## src/rtl/wdog_pkg.sv

```systemverilog
package wdog_pkg;
  localparam int IDX_W = 3;

  typedef enum logic [IDX_W-1:0] {
    IDX_IRQ   = 3'd0,
    IDX_CTRL  = 3'd1,
    IDX_COUNT = 3'd2,
    IDX_MCFG  = 3'd3,
    IDX_MATCH = 3'd4,
    IDX_PIN   = 3'd5,
    IDX_PLEN  = 3'd6,
    IDX_CAUSE = 3'd7
  } regIdx_e;

  typedef enum logic [1:0] {
    PIN_HOLD   = 2'd0,
    PIN_LOW    = 2'd1,
    PIN_HIGH   = 2'd2,
    PIN_TOGGLE = 2'd3
  } pinAct_e;

  // strobes from control to datapath
  typedef struct packed {
    logic incr;
    logic clr;
    logic wrapOnMatch;
    logic armInt;
    logic armExt;
  } dpCmd_t;

  // feedback from datapath to control
  typedef struct packed {
    logic hit;
    logic cntZero;
    logic pulseInt;
    logic pulseExt;
  } dpStat_t;
endpackage

```

## src/rtl/wdog_dp.sv

```systemverilog
module wdog_dp
  import wdog_pkg::*;
#(
  parameter int DATA_W      = 32,
  parameter int PLEN_W      = 16,
  parameter int PULSE_EXTRA = 2
) (
  input  logic              clk,
  input  logic              rstN,
  input  dpCmd_t            cmd,
  input  logic [DATA_W-1:0] matchVal,
  input  logic [PLEN_W-1:0] pulseLen,
  output logic [DATA_W-1:0] counter,
  output dpStat_t           stat
);
  localparam int PCNT_W = PLEN_W + 1;

  logic [DATA_W-1:0] nextCount;
  logic [PCNT_W-1:0] pulseCnt;
  logic              pulseIntSel;
  logic              pulseExtSel;
  logic              hit;
  logic              trig;

  assign nextCount = counter + DATA_W'(1);
  // a match is seen only on the step onto the value, so it fires once per crossing
  assign hit  = cmd.incr && (nextCount == matchVal);
  assign trig = hit && (cmd.armInt || cmd.armExt);

  always_ff @(posedge clk or negedge rstN) begin
    if (!rstN) begin
      counter <= '0;
    end else if (cmd.clr) begin
      counter <= '0;
    end else if (cmd.incr) begin
      counter <= (hit && cmd.wrapOnMatch) ? '0 : nextCount;
    end
  end

  always_ff @(posedge clk or negedge rstN) begin
    if (!rstN) begin
      pulseCnt    <= '0;
      pulseIntSel <= 1'b0;
      pulseExtSel <= 1'b0;
    end else if (trig) begin
      pulseCnt    <= PCNT_W'(pulseLen) + PCNT_W'(PULSE_EXTRA);
      pulseIntSel <= cmd.armInt;
      pulseExtSel <= cmd.armExt;
    end else if (pulseCnt != '0) begin
      pulseCnt <= pulseCnt - PCNT_W'(1);
    end
  end

  always_comb begin
    stat.hit      = hit;
    stat.cntZero  = (counter == '0);
    stat.pulseInt = (pulseCnt != '0) && pulseIntSel;
    stat.pulseExt = (pulseCnt != '0) && pulseExtSel;
  end
endmodule

```

## src/rtl/wdog_ctrl.sv

```systemverilog
module wdog_ctrl
  import wdog_pkg::*;
#(
  parameter int DATA_W = 32,
  parameter int PLEN_W = 16
) (
  input  logic              clk,
  input  logic              rstN,
  input  logic              porN,
  input  logic              busWe,
  input  logic [IDX_W-1:0]  busIdx,
  input  logic [DATA_W-1:0] busWdata,
  output logic [DATA_W-1:0] busRdata,
  input  logic              debugHalt,
  input  logic [DATA_W-1:0] counter,
  input  dpStat_t           stat,
  output dpCmd_t            cmd,
  output logic [DATA_W-1:0] matchVal,
  output logic [PLEN_W-1:0] pulseLen,
  output logic [6:0]        matchCfg,
  output logic              irqFlag,
  output logic              pinQ,
  output logic              causeFlag
);
  logic    cntEn;
  logic    rstReq;
  logic    dbgEn;
  pinAct_e pinAct;

  logic wrIrq, wrCtrl, wrMcfg, wrMatch, wrPin, wrPlen;
  assign wrIrq   = busWe && (busIdx == IDX_IRQ);
  assign wrCtrl  = busWe && (busIdx == IDX_CTRL);
  assign wrMcfg  = busWe && (busIdx == IDX_MCFG);
  assign wrMatch = busWe && (busIdx == IDX_MATCH);
  assign wrPin   = busWe && (busIdx == IDX_PIN);
  assign wrPlen  = busWe && (busIdx == IDX_PLEN);

  always_comb begin
    cmd.incr        = cntEn && !rstReq && !(dbgEn && debugHalt);
    cmd.clr         = rstReq;
    cmd.wrapOnMatch = matchCfg[1];
    cmd.armInt      = matchCfg[3];
    cmd.armExt      = matchCfg[4];
  end

  always_ff @(posedge clk or negedge rstN) begin
    if (!rstN) begin
      cntEn  <= 1'b0;
      rstReq <= 1'b0;
      dbgEn  <= 1'b0;
    end else if (wrCtrl) begin
      {dbgEn, rstReq, cntEn} <= busWdata[2:0];
    end else begin
      if (rstReq && stat.cntZero) rstReq <= 1'b0;
      if (stat.hit && matchCfg[2]) cntEn <= 1'b0;
    end
  end

  always_ff @(posedge clk or negedge rstN) begin
    if (!rstN) begin
      matchCfg <= '0;
      matchVal <= '0;
      pulseLen <= '0;
    end else begin
      if (wrMcfg)  matchCfg <= busWdata[6:0];
      if (wrMatch) matchVal <= busWdata;
      if (wrPlen)  pulseLen <= busWdata[PLEN_W-1:0];
    end
  end

  always_ff @(posedge clk or negedge rstN) begin
    if (!rstN) begin
      irqFlag <= 1'b0;
    end else if (stat.hit) begin
      irqFlag <= 1'b1;
    end else if (wrIrq && busWdata[0]) begin
      irqFlag <= 1'b0;
    end
  end

  always_ff @(posedge clk or negedge rstN) begin
    if (!rstN) begin
      pinAct <= PIN_HOLD;
      pinQ   <= 1'b0;
    end else if (wrPin) begin
      pinAct <= pinAct_e'(busWdata[5:4]);
      pinQ   <= busWdata[0];
    end else if (stat.hit) begin
      case (pinAct)
        PIN_LOW:    pinQ <= 1'b0;
        PIN_HIGH:   pinQ <= 1'b1;
        PIN_TOGGLE: pinQ <= !pinQ;
        default:    pinQ <= pinQ;
      endcase
    end
  end

  // kept in the power-on domain so a watchdog-caused system reset leaves it set
  always_ff @(posedge clk or negedge porN) begin
    if (!porN) begin
      causeFlag <= 1'b0;
    end else if (stat.hit && (matchCfg[3] || matchCfg[4])) begin
      causeFlag <= 1'b1;
    end
  end

  always_comb begin
    busRdata = '0;
    case (busIdx)
      IDX_IRQ:   busRdata[0]        = irqFlag;
      IDX_CTRL:  busRdata[2:0]      = {dbgEn, rstReq, cntEn};
      IDX_COUNT: busRdata           = counter;
      IDX_MCFG:  busRdata[6:0]      = matchCfg;
      IDX_MATCH: busRdata           = matchVal;
      IDX_PIN:   begin
                   busRdata[5:4] = pinAct;
                   busRdata[0]   = pinQ;
                 end
      IDX_PLEN:  busRdata[PLEN_W-1:0] = pulseLen;
      default:   busRdata[0]        = causeFlag;
    endcase
  end
endmodule

```

## src/rtl/match_watchdog.sv

```systemverilog
module match_watchdog
  import wdog_pkg::*;
#(
  parameter int DATA_W      = 32,
  parameter int PLEN_W      = 16,
  parameter int PULSE_EXTRA = 2
) (
  input  logic              clk,
  input  logic              rstN,
  input  logic              porN,
  input  logic              busWe,
  input  logic [2:0]        busIdx,
  input  logic [DATA_W-1:0] busWdata,
  output logic [DATA_W-1:0] busRdata,
  input  logic              debugHalt,
  output logic              matchIrq,
  output logic              intRstOut,
  output logic              extRstOut,
  output logic              matchPin
);
  dpCmd_t            cmd;
  dpStat_t           stat;
  logic [DATA_W-1:0] counter;
  logic [DATA_W-1:0] matchVal;
  logic [PLEN_W-1:0] pulseLen;
  logic [6:0]        matchCfg;
  logic              irqFlag;
  logic              causeFlag;

  wdog_ctrl #(.DATA_W(DATA_W), .PLEN_W(PLEN_W)) ctrlU (
    .clk(clk), .rstN(rstN), .porN(porN),
    .busWe(busWe), .busIdx(busIdx), .busWdata(busWdata), .busRdata(busRdata),
    .debugHalt(debugHalt), .counter(counter), .stat(stat), .cmd(cmd),
    .matchVal(matchVal), .pulseLen(pulseLen), .matchCfg(matchCfg),
    .irqFlag(irqFlag), .pinQ(matchPin), .causeFlag(causeFlag)
  );

  wdog_dp #(.DATA_W(DATA_W), .PLEN_W(PLEN_W), .PULSE_EXTRA(PULSE_EXTRA)) dpU (
    .clk(clk), .rstN(rstN), .cmd(cmd), .matchVal(matchVal),
    .pulseLen(pulseLen), .counter(counter), .stat(stat)
  );

  assign matchIrq  = irqFlag && matchCfg[0];
  assign intRstOut = stat.pulseInt || matchCfg[5];
  assign extRstOut = stat.pulseExt || matchCfg[6];
endmodule

```

## config.mk

```make
export PLATFORM = sky130hd
export DESIGN_NAME = match_watchdog
export DESIGN_NICKNAME = d
export VERILOG_FILES = /design/src/rtl/wdog_pkg.sv /design/src/rtl/wdog_dp.sv /design/src/rtl/wdog_ctrl.sv /design/src/rtl/match_watchdog.sv
export SDC_FILE = /design/constraint.sdc
export NUM_CORES = 1
export LEC_CHECK = 0
export ABC_CLOCK_PERIOD_IN_PS = 4300
export BUFFER_PORTS_ARGS = -buffer_cell sky130_fd_sc_hd__buf_4
export CAP_MARGIN = 20
export CORE_MARGIN = 4
export CORE_UTILIZATION = 49
export CTS_BUF_LIST = sky130_fd_sc_hd__clkbuf_2 sky130_fd_sc_hd__clkbuf_4 sky130_fd_sc_hd__clkbuf_8
export CTS_CLUSTER_DIAMETER = 120
export DETAILED_ROUTE_END_ITERATION = 12
export HOLD_SLACK_MARGIN = 0.05
export PLACE_DENSITY_LB_ADDON = 0.1
export SLEW_MARGIN = 20
export SYNTH_ARGS = -nofsm -noshare
export SYNTH_HDL_FRONTEND = slang
export SYNTH_HIERARCHICAL = 1
export SYNTH_SLANG_ARGS = --single-unit
```

## constraint.sdc

```tcl
create_clock -name clk -period 4.3 [get_ports clk]
set_clock_uncertainty 0.1 [all_clocks]
set_input_delay 0.645 -clock clk [delete_from_list [all_inputs] [get_ports clk]]
set_output_delay 0.645 -clock clk [all_outputs]
set_load 0.05 [all_outputs]
```

---- Word-level counts from Yosys, hierarchy flattened ----
Cells that the tools add are included.
word-level totals
  register bits after elaboration ......... 114
  logic and storage cells ................. 83
cells by class
  $add $sub $neg .......................... 3
  eq/ne operators ......................... 10
  multiplexer cells ....................... 21
  reduce and logical (&&, ||, !) cells .... 35
operator list
  operator                                             number
  two-way mux 32 bit                                   3
  two-way mux 17 bit                                   2
  adder 32 x 1 -> 32 bit (second input constant)       1
  == test 32 bit                                       1
  logical NOT 32 bit                                   1
  case mux 16 bit (2 select lines)                     1
  case mux 9 bit (3 select lines)                      1
  case mux 2 bit (5 select lines)                      2
  logical AND 1 bit                                    18
  adder 16 x 2 -> 17 bit (second input constant)       1
  nonzero test 17 bit                                  1
  subtractor 17 x 1 -> 17 bit (second input constant)  1
  nonzero test 2 bit                                   6
  == test 3 bit (second input constant)                3
  two-way mux 1 bit                                    8
  case mux 1 bit (4 select lines)                      2
  case mux 1 bit (7 select lines)                      1
  == test 3 x 2 -> 1 bit (second input constant)       2
  == test 2 bit (second input constant)                2
  nonzero test 4 bit                                   1
  == test 3 x 1 -> 1 bit (second input constant)       1
  logical NOT 1 bit                                    3
  logical NOT 3 bit                                    1
  logical OR 1 bit                                     3
  3 further kinds                                      3

---- Longest topological paths before layout ----
  word-level depth ........................ 8
  depth in mapped cells ................... 13
  mapped depth without buffers ............ 12

---- By module ----
The synthesis kept the hierarchy.
by module, submodules not included
  module          instances  cells an instance  area an instance (um2)  sequential area each (um2)
  wdog_dp         1          527                4,330.4                 1,276.2
  wdog_ctrl       1          274                3,408.3                 1,576.5
  match_watchdog  1          3                  18.8                    0.0

---- Worst setup path after synthesis ----
OpenSTA, ideal clock, no wires.
  path type ............................... reg2out
  start point ............................. register dpU.pulseCnt[0]
  end point ............................... output port extRstOut
  arrival time ............................ 3,037 ps
  setup slack ............................. 518 ps
  cell stages (with the launch flop) ...... 13
  path through ............................ dfrtp_1 > inv_1 > ha_1 > or3b_2 > nor3_1 > nand3_1 > nor3_1 > nand2_1 > or2_2 > clkbuf_1 > clkbuf_1 > and2_1 > or2_1
RTL lines
  what                    RTL line              source
  from (decl)             wdog_dp.sv:19         logic [PCNT_W-1:0] pulseCnt;
  from (signal assigned)  wdog_dp.sv:46         pulseCnt <= PCNT_W'(pulseLen) + PCNT_W'(PULSE_EXTRA);
  from (signal assigned)  wdog_dp.sv:50         pulseCnt <= pulseCnt - PCNT_W'(1);
  to (decl)               match_watchdog.sv:18  output logic extRstOut,

==> metrics <==
status finished, final reports clean; routed wire length 22.7 mm; Int Pwr 2.49 mW; critical path fanouts, max 14; sequential power share 0.389; nets@finish 920; initial antenna violation count 0; via count 6485; maxcap violations 0; drt drc 0; Die Ht 134 um; Final Cell Area 0.00899 mm2; placed instance area 0.00852 mm2; share of the clock period used by the worst path 0.954; vias in the first global route approximately 6400; first-pass GRT wire length 36.4 mm; die area ~0.018 mm2; Slew Limit Fails 0; combinational share of power 0.313; half-perimeter wire length after placement 17.1 mm; Hold WC Path Type in2async; TritonCTS clock tree built; DRT antenna net count 0; fin crit period just over 4 ns; layout cells sized above 1 0.265; Leakage 3.89 nW; net count after synthesis 847; Worst-Skew Late Latency between 0.4 and 0.5 ns; cell count after synthesis ~800; Die Width ~130 um; DRT Pass-1 Iters 5; GPL Wtd Cong 0.946; Crit Path Category reg2reg; Critical Path Source Type flip-flop; worst-margin pin slew 0.792 ns; pwr dens 432 mW/mm2; all-layer global routing usage 0.261; CP startpoint dpU/counter[0]; maximum VDD drop ~0.19 mV; FMAX 244 MHz; Sw Pwr 1.40 mW; Mapped Area 0.00773 mm2; Via density approximately 5.9; clock buffer depth 2; CTS Root Cell clkbuf_8; 1st-iter DRT viols between 300 and 400; Reg2Reg Launch Point dpU/counter[0]; Finished Layout Cells 1097; port bufs 75; endpoints failing setup 0; Clock power frac 0.298; Clock transition at path regs 0.07 ns; largest net degree at the start of global routing 60; Inst Count DP 1065; Num CTS Buffers 17; syn_area_per_cell 9.66 um2; Synth Warn # 6; RSZ-0062 raised after global routing no; CTS Sinks 114; WP data required 4.52 ns; slew margin rel. 0.470; Clock H-tree levels 4; ant diodes 0; GRT overflow 0; total negative slack 0 ns; final hold vios 0; FP Rows 45; total core area 0.0153 mm2; Worst EP arrival 4.32 ns; I/O pins 76; critical path endpoint category flip-flop; Initial Util 0.505; WL/cell between 20 and 25 um; area delta synth->final 16.3%; switching share of total power 0.359
==> critical path: stages (launching register included) <==
cell and delay [ns]:
dfrtp_1 0.47, ha_1 0.34, nand3_4 0.14, or4_4 0.65
nor4_4 0.36, o22ai_1 0.10, or4b_1 0.52, or4b_4 0.56
nor2_8 0.24, o21ai_4 0.12, buf_4 0.23, mux2i_1 0.15
==> sequential cells by signal, summed over array words and instances (netlist names) <==
signal / flops
ctrlU/rstReq: 1
ctrlU/irqFlag: 1
dpU/pulseIntSel: 1
dpU/pulseExtSel: 1
ctrlU/matchCfg: 7
ctrlU/pulseLen: 16
dpU/counter: 32
ctrlU/pinAct: 2
ctrlU/causeFlag: 1
dpU/pulseCnt: 17
ctrlU/dbgEn: 1
ctrlU/cntEn: 1
ctrlU/matchVal: 32
ctrlU/pinQ: 1
==> path summary, 6_finish.rpt <==
| kind | end | slack, ns | cells past startpoint |
|---|---|---|---|
| setup / recovery | dpU/pulseCnt[10] | 0.20 | 11 |
| hold / removal | dpU/pulseCnt[11] | 0.16 | 1 |
| setup reg to reg | dpU/pulseCnt[10] | 0.20 | 11 |
| hold reg to reg | ctrlU/causeFlag | 0.38 | 1 |
| max in group asynchronous | dpU/counter[29] | 3.16 | 2 |
| min in group clk | ctrlU/matchVal[24] | 0.32 | 2 |
==> power by group through the flow <==
stage,combinational [mW],sequential [mW],clock [mW]
3_5_place_dp,1.20,1.53,0
5_1_grt,1.32,1.54,1.23
6_report,1.22,1.51,1.16
4_1_cts,1.21,1.51,1.18
3_3_place_gp,1.19,1.52,0
2_1_floorplan,0.889,1.43,0
==> routing by layer <==
layer | vias to the layer above | global-route usage | part of all wire
met5 | - | 0 | 0
met4 | 0 | 0.0903 | 0.026
met3 | 40 | 0.0446 | 0.042
met2 | 174 | 0.425 | 0.48
met1 | 3248 | 0.353 | 0.45
li1 | 3023 | - | -
==> placed cells by master (no fill, tap or decap), types with 5 or more instances in the layout <==
cell type and n:
nor2b_1 7, nand2b_1 7, nor4_1 18, nor2_1 86, dfrtp_1 114, nand4_1 20, nand2_1 60, a211oi_1 6
clkbuf_8 21, o311ai_1 5, a21o_1 5, xnor2_1 53, o22ai_1 6, mux2_2 44, and3_1 9, nand3_1 34
xor2_1 38, inv_1 15, buf_4 108, a21oi_1 15, mux2_4 30, nor3_1 21, a22oi_1 28, o21ai_0 8
ha_1 6, mux2i_1 24
==> repair_timing <==
| action | CTS | global route |
|---|---|---|
| resized for setup | 0 | 3 |
| endpoints found under the hold margin | 1 | 0 |
| hold buffers | 1 | 0 |
| endpoints found under the setup margin | 0 | 39 |
| setup buffers | 0 | 0 |
==> metrics by stage <==
stage	hold slack [ns]	util	worst slack [ns]	total power, mW
finish	0.159	0.587	0.200	3.89
global route	0.200	0.587	0.0331	4.10
CTS	0.163	0.586	0.0116	3.91
detailed placement	0.322	0.556	0.0319	2.73
global placement	0.321	0.556	0.129	2.71
floorplan	0.249	-	0.518	2.32
==> cell type report <==
cell class | count | area [um2]
sequential | 114 | 2850
timing repair buffer | 110 | 841
tap | 211 | 264
clock inverter | 9 | 151
clock buffer | 22 | 297
inverter | 15 | 56.3
fill | 1382 | 6320
multi-input combinational | 616 | 4530
(Power assumes the default switching activity.)
